===== src/rtl/ocpwm_pkg.sv =====
package ocpwm_pkg;

    localparam int DATA_W  = 16;
    localparam int CLR_BIT = 15;

    localparam logic [1:0] ADDR_CTRL = 2'd0;
    localparam logic [1:0] ADDR_ON   = 2'd1;
    localparam logic [1:0] ADDR_PER  = 2'd2;
    localparam logic [1:0] ADDR_FINE = 2'd3;

    localparam logic [4:0] SYNC_SELF = 5'h1F;

    typedef enum logic [1:0] {
        WAVE_OFF    = 2'd0,
        WAVE_EDGE   = 2'd1,
        WAVE_CENTER = 2'd2,
        WAVE_RSVD   = 2'd3
    } wave_e;

    typedef struct packed {
        logic [4:0] sync_sel;
        logic       safe_lvl;
        logic       tris_on_fault;
        logic       invert;
        wave_e      wave;
    } ctrl_t;

    function automatic ctrl_t unpack_ctrl(input logic [DATA_W-1:0] d);
        ctrl_t c;
        c.wave          = wave_e'(d[1:0]);
        c.invert        = d[2];
        c.tris_on_fault = d[3];
        c.safe_lvl      = d[4];
        c.sync_sel      = d[9:5];
        return c;
    endfunction

endpackage


===== src/rtl/ocpwm_regs.sv =====
module ocpwm_regs
    import ocpwm_pkg::*;
#(
    parameter int CNT_W = 16
) (
    input  logic                clk,
    input  logic                rst,
    input  logic                wr_en,
    input  logic [1:0]          wr_addr,
    input  logic [DATA_W-1:0]   wr_data,
    input  logic                rollover,
    output ctrl_t               ctrl_q,
    output logic [CNT_W-1:0]    on_act,
    output logic [CNT_W-1:0]    per_act,
    output logic [1:0]          fine_act,
    output logic                fault_clr
);

    logic [CNT_W-1:0] on_sh;
    logic [CNT_W-1:0] per_sh;
    logic [1:0]       fine_sh;

    assign fault_clr = wr_en && (wr_addr == ADDR_CTRL) && wr_data[CLR_BIT];

    always_ff @(posedge clk) begin
        if (rst) begin
            ctrl_q   <= '0;
            on_sh    <= '0;
            per_sh   <= '0;
            fine_sh  <= '0;
            on_act   <= '0;
            per_act  <= '0;
            fine_act <= '0;
        end else begin
            if (wr_en) begin
                case (wr_addr)
                    ADDR_CTRL: ctrl_q  <= unpack_ctrl(wr_data);
                    ADDR_ON:   on_sh   <= wr_data[CNT_W-1:0];
                    ADDR_PER:  per_sh  <= wr_data[CNT_W-1:0];
                    default:   fine_sh <= wr_data[1:0];
                endcase
            end
            if (rollover) begin
                on_act   <= on_sh;
                per_act  <= per_sh;
                fine_act <= fine_sh;
            end
        end
    end

endmodule


===== src/rtl/ocpwm_timebase.sv =====
module ocpwm_timebase #(
    parameter int CNT_W = 16
) (
    input  logic             clk,
    input  logic             rst,
    input  logic             ce,
    input  logic             self_sync,
    input  logic             sync_in,
    input  logic [CNT_W-1:0] per_act,
    output logic [CNT_W-1:0] cnt,
    output logic [1:0]       frame,
    output logic             per_match,
    output logic             rollover
);

    logic restart;

    assign per_match = (cnt == per_act);

    always_comb begin
        if (self_sync) restart = per_match;
        else           restart = sync_in | (&cnt);
        rollover = ce & restart;
    end

    always_ff @(posedge clk) begin
        if (rst) begin
            cnt   <= '0;
            frame <= '0;
        end else if (ce) begin
            if (restart) begin
                cnt   <= '0;
                frame <= frame + 2'd1;
            end else begin
                cnt   <= cnt + 1'b1;
            end
        end
    end

endmodule


===== src/rtl/ocpwm_wave.sv =====
module ocpwm_wave
    import ocpwm_pkg::*;
#(
    parameter int CNT_W = 16
) (
    input  logic             clk,
    input  logic             rst,
    input  ctrl_t            ctrl_q,
    input  logic             ce,
    input  logic [CNT_W-1:0] cnt,
    input  logic [1:0]       frame,
    input  logic [CNT_W-1:0] on_act,
    input  logic [CNT_W-1:0] per_act,
    input  logic [1:0]       fine_act,
    input  logic             per_match,
    input  logic             fault_in,
    input  logic             fault_clr,
    output logic             pwm_out,
    output logic             pwm_oe,
    output logic             irq,
    output logic             fault_active
);

    localparam int CMP_W = CNT_W + 1;

    logic             stretch;
    logic [CMP_W-1:0] on_eff;
    logic             raw;
    logic             force_safe;

    assign stretch    = (frame < fine_act) && (on_act != '0);
    assign on_eff     = {1'b0, on_act} + {{CNT_W{1'b0}}, stretch};
    assign force_safe = fault_in | fault_active;

    always_comb begin
        case (ctrl_q.wave)
            WAVE_EDGE:   raw = ({1'b0, cnt} < on_eff);
            WAVE_CENTER: raw = (cnt >= on_act) && (cnt <= per_act);
            default:     raw = 1'b0;
        endcase
    end

    always_ff @(posedge clk) begin
        if (rst) begin
            pwm_out      <= 1'b0;
            pwm_oe       <= 1'b1;
            irq          <= 1'b0;
            fault_active <= 1'b0;
        end else begin
            fault_active <= fault_in | (fault_active & ~fault_clr);
            irq          <= ce & per_match;
            pwm_out      <= force_safe ? ctrl_q.safe_lvl : (raw ^ ctrl_q.invert);
            pwm_oe       <= ~(force_safe & ctrl_q.tris_on_fault);
        end
    end

endmodule


===== src/rtl/ocpwm_top.sv =====
module ocpwm_top
    import ocpwm_pkg::*;
#(
    parameter int CNT_W = 16
) (
    input  logic              clk,
    input  logic              rst,
    input  logic              ce,
    input  logic              wr_en,
    input  logic [1:0]        wr_addr,
    input  logic [DATA_W-1:0] wr_data,
    input  logic              sync_in,
    input  logic              fault_in,
    output logic              pwm_out,
    output logic              pwm_oe,
    output logic              irq,
    output logic              fault_active
);

    ctrl_t            ctrl_q;
    logic [CNT_W-1:0] on_act;
    logic [CNT_W-1:0] per_act;
    logic [1:0]       fine_act;
    logic             fault_clr;
    logic [CNT_W-1:0] cnt;
    logic [1:0]       frame;
    logic             per_match;
    logic             rollover;
    logic             self_sync;

    assign self_sync = (ctrl_q.sync_sel == SYNC_SELF);

    ocpwm_regs #(.CNT_W(CNT_W)) u_regs (
        .clk       (clk),
        .rst       (rst),
        .wr_en     (wr_en),
        .wr_addr   (wr_addr),
        .wr_data   (wr_data),
        .rollover  (rollover),
        .ctrl_q    (ctrl_q),
        .on_act    (on_act),
        .per_act   (per_act),
        .fine_act  (fine_act),
        .fault_clr (fault_clr)
    );

    ocpwm_timebase #(.CNT_W(CNT_W)) u_tb (
        .clk       (clk),
        .rst       (rst),
        .ce        (ce),
        .self_sync (self_sync),
        .sync_in   (sync_in),
        .per_act   (per_act),
        .cnt       (cnt),
        .frame     (frame),
        .per_match (per_match),
        .rollover  (rollover)
    );

    ocpwm_wave #(.CNT_W(CNT_W)) u_wave (
        .clk          (clk),
        .rst          (rst),
        .ctrl_q       (ctrl_q),
        .ce           (ce),
        .cnt          (cnt),
        .frame        (frame),
        .on_act       (on_act),
        .per_act      (per_act),
        .fine_act     (fine_act),
        .per_match    (per_match),
        .fault_in     (fault_in),
        .fault_clr    (fault_clr),
        .pwm_out      (pwm_out),
        .pwm_oe       (pwm_oe),
        .irq          (irq),
        .fault_active (fault_active)
    );

endmodule


===== config.mk =====
export PLATFORM = sky130hd
export DESIGN_NAME = ocpwm_top
export DESIGN_NICKNAME = d
export VERILOG_FILES = /design/src/rtl/ocpwm_pkg.sv /design/src/rtl/ocpwm_regs.sv /design/src/rtl/ocpwm_timebase.sv /design/src/rtl/ocpwm_wave.sv /design/src/rtl/ocpwm_top.sv
export SDC_FILE = /design/constraint.sdc
export NUM_CORES = 1
export LEC_CHECK = 0
export ABC_CLOCK_PERIOD_IN_PS = 4600
export BUFFER_PORTS_ARGS = -buffer_cell sky130_fd_sc_hd__buf_2
export CORE_MARGIN = 1
export CORE_UTILIZATION = 53
export CTS_CLUSTER_DIAMETER = 150
export DETAILED_ROUTE_END_ITERATION = 6
export GPL_TIMING_DRIVEN = 1
export PLACE_DENSITY = 0.68
export SETUP_SLACK_MARGIN = 0.2
export SYNTH_ARGS = -nofsm -noshare
export SYNTH_HDL_FRONTEND = slang
export SYNTH_SLANG_ARGS = --single-unit

===== constraint.sdc =====
create_clock -name clk -period 4.6 [get_ports clk]
set_input_delay 0.23 -clock clk [delete_from_list [all_inputs] [get_ports clk]]
set_output_delay 0.23 -clock clk [all_outputs]
set_load 0.01 [all_outputs]

==> summary.md <==
| Metric | Value |
|---|---|
| Worst-path clk slew | `0.10 ns` |
| Vias in the first global route | `4161` |
| Syn Std Cell Area | `roughly 5400 um^2` |
| Gr usage total | `between 20% and 30%` |
| Fmax | `approximately 270 MHz` |
| Endpoints failing hold | `0` |
| Max_cap viols | `0` |
| DP HPWL | `9730 um` |
| Row count | `36` |
| N_diodes | `0` |
| Crit Path Class | `reg -> reg` |
| Setup Fix Bufs, Post-CTS | `0` |
| Average routed wire per standard cell | `between 15 and 20 um` |
| Post-DRT Antenna Nets | `0` |
| Crit Path Max Fanout | `7` |
| WL final | `~13000 um` |
| CTS tree | `yes` |
| Min-delay worst type | `in -> reg` |
| Setup crit start kind | `flip-flop` |
| CP Cell Sequence | `nor4_1 > and4_1 > a211oi_1 > ha_1 > ha_1 > nand3_1 > nor3_1 > nand3_1 > xnor2_1 > ha_1 > a21oi_1 > o21ai_0 > or3_1 > a41o_1 > a21oi_1 > nand3b_1` |
| Mapped Nets | `approximately 730` |
| Crit share post-route | `between 80% and 90%` |
| Final-stage net count | `roughly 750` |
| Final setup violation count | `0` |
| Num CTS Buffers | `9` |
| Clk sinks | `100` |
| First-pass GRT wire length | `~21000 um` |
| H-tree depth | `3` |
| Design Power | `0.00157 W` |
| P per Cell Area | `between 200 and 300 nW/um^2` |
| Via count | `4394` |
| First DRT Iteration DRCs | `~200` |
| Die H | `103 um` |
| Psw | `0.000424 W` |
| CP Data Required Time | `a little under 5 ns` |
| Crit-path slowest cell | `dfxtp_1` |
| Layout fillers | `between 900 and 1k` |
| Flops & latches, synth | `100` |
| Register share of total power | `a little under three fifths` |
| Crit path arrival time | `4.05 ns` |
| Total number of yosys warnings | `0` |
| Outcome | `complete, no violations` |
| RSZ-0062 raised after global routing | `no` |
| GR Overflow Total | `0` |
| Internal power | `about 0.0011 W` |
| Vias per cell | `5.45` |
| DR pass1 iterations | `5` |
| Cts repair resizes | `0` |
| Post-layout minimum cycle time | `about 3.7 ns` |
| Initial Util | `a little over half` |
| Full die area | `~11000 um^2` |
| # IOs | `28` |
| Clock skew | `around 0.0069 ns` |
| Final GP Congestion | `slightly below 1` |
| Initial antenna violation count | `0` |
| Sequential share of the synthesized area | `37.1%` |
| Clock root cell | `clkbuf_8` |
| Total Neg Setup Slack | `0 ns` |
| Most used cell, CP | `ha_1` |
| Clock buffer depth | `2` |
| Peak supply drop | `between 0.2 and 0.3 mV` |
| Hold-fix buffers, CTS | `0` |
| Area grow syn2layout | `6.63%` |
| Max Transition Viols Final | `0` |
| Slew HR | `24.9%` |
| Critical Path End Type | `flip-flop` |
| Worst-skew pair later-pin latency | `0.38 ns` |
| Layout cells sized above 1 | `16.6%` |
| Buffers on Ports | `27` |
| Static leakage | `approximately 2.1 nW` |
| Die width | `103 um` |
| Core area | `9820 um^2` |
| Syn avg cell area | `slightly above 8 um^2` |
| Worst-Margin Slew | `1.12 ns` |
| Largest net degree at the start of global routing | `between 50 and 60` |
| Netlist cell types | `47` |
| Logic gate share of total power | `8.1%` |
| Mapped Cells | `654` |
| R2R setup slack | `~0.88 ns` |
| Clk network pwr share | `34.7%` |
| Crit path largest cell delay | `about 0.47 ns` |
| Switching Share | `27.0%` |
| # DRC | `0` |
## synth_stat cells, drive strengths merged
| master | n | share of area [%] |
|---|---|---|
| nand2 | 159 | 12 |
| dfxtp | 100 | 37 |
| a21oi | 93 | 11 |
| ha | 54 | 13 |
| nor2 | 47 | 3.3 |
| inv | 40 | 2.8 |
| xnor2 | 20 | 3.2 |
| clkbuf | 19 | 1.3 |
| nand3 | 14 | 1.3 |
| nand4 | 14 | 1.6 |
| mux2i | 10 | 1.9 |
| nor4 | 9 | 1.2 |
| o21ai | 9 | 0.83 |
| xor2 | 9 | 1.5 |
| buf | 8 | 1.6 |
| nor3 | 6 | 0.56 |
| and3 | 4 | 0.46 |
| and4 | 4 | 0.65 |
| nand2b | 3 | 0.35 |
| nand3b | 3 | 0.42 |
| nor3b | 3 | 0.42 |
| a211oi | 2 | 0.28 |
| a31oi | 2 | 0.23 |
| a41o | 2 | 0.37 |
| and2 | 2 | 0.23 |
| or2 | 2 | 0.23 |
| or3 | 2 | 0.23 |
| a2111oi | 1 | 0.16 |
| a211o | 1 | 0.16 |
| a21o | 1 | 0.14 |
| a22o | 1 | 0.16 |
| a2bb2oi | 1 | 0.28 |
| a311oi | 1 | 0.16 |
| and3b | 1 | 0.16 |
| nor2b | 1 | 0.12 |
| nor4b | 1 | 0.16 |
| o2111ai | 1 | 0.16 |
| o211ai | 1 | 0.14 |
| o221ai | 1 | 0.16 |
| or3b | 1 | 0.16 |
| or4 | 1 | 0.14 |
## path summary, 6_finish.rpt
| kind | from | to | cells past startpoint |
|---|---|---|---|
| hold reg to reg | u_regs.ctrl_q[3]$_SDFFE_PP0P_ | u_wave.pwm_oe$_SDFF_PP1_ | 1 |
| setup reg to reg | u_regs.on_act[2]$_SDFFE_PP0P_ | u_wave.pwm_out$_SDFF_PP0_ | 16 |
| setup / recovery | u_regs.on_act[2]$_SDFFE_PP0P_ | u_wave.pwm_out$_SDFF_PP0_ | 16 |
| hold / removal | wr_data[11] | u_regs.per_sh[11]$_SDFFE_PP0P_ | 3 |
## power groups by stage
stage                      logic, W  registers, W  clock network [W]
final                      0.000128      0.000899           0.000546
after global placement     0.000127      0.000918                  0
after global routing       0.000142      0.000902           0.000600
after CTS                  0.000129      0.000899           0.000562
after detailed placement   0.000129      0.000919                  0
after floorplan           0.0000928      0.000916                  0
## metrics by stage
stage	worst slack [ns]	area, um^2	hold WS (ns)	utilization, %	cells
global route	0.636	5750	0.0715	58.6	806
finish	0.884	5750	0.0796	58.6	806
detailed placement	0.946	5570	0.398	56.7	790
floorplan	1.25	5400	0.347	-	654
CTS	0.920	5750	0.0668	58.6	806
global placement	1.08	5570	0.392	56.7	790
## kinds of logic after synthesis
kind of cell    share of synthesized area, %
buf+inv                                 5.75
xor+xnor                                4.71
fa+ha+maj                               12.5
simple gates                            24.1
compound gates                          14.0
mux                                     1.86
flops                                   37.1
## sequential cells by signal, summed over array words and instances, names as in the netlist, 2 cells and up
name and flops:
u_regs.on_act 16, u_regs.on_sh 16, u_regs.ctrl_q 10, u_regs.fine_sh 2, u_tb.frame 2, u_tb.cnt 16, u_regs.fine_act 2, u_regs.per_act 16
u_regs.per_sh 16
## worst max-delay path, delay by kind of cell (launching register included)
kind                     cells  cell delay [ns]
AND/OR/NAND/NOR              7             1.38
AO/OA/AOI/OAI                5             0.89
flip-flops                   1             0.47
adder cells (fa/ha/maj)      3             0.78
XOR/XNOR                     1             0.14
## cell type report
type	instances	area, um^2	area share, %
multi-input combinational	487	3090	53.7
inverter	40	150	2.61
sequential	100	2000	34.8
timing repair buffer	30	160	2.78
clock buffer	11	141	2.46
clock inverter	5	43.8	0.761
tap	133	166	2.89
## per-layer routing
metal	GRT usage, %	up-vias	routed length, um
li1	-	2239	-
met1	37.5	2038	6460
met2	41.2	100	5630
met3	5.49	17	541
met4	9.21	0	239
met5	0	-	0
## cell usage in the layout (no fill, tap or decap), types with 20 or more instances in the layout
| cell | count |
|---|---|
| inv_1 | 40 |
| dfxtp_1 | 100 |
| xnor2_1 | 20 |
| nor2_1 | 47 |
| a21oi_1 | 63 |
| buf_2 | 26 |
| nand2_2 | 30 |
| a21oi_2 | 30 |
| nand2_1 | 129 |
| ha_1 | 54 |
Note: power is estimated with default switching activity, not from simulation.
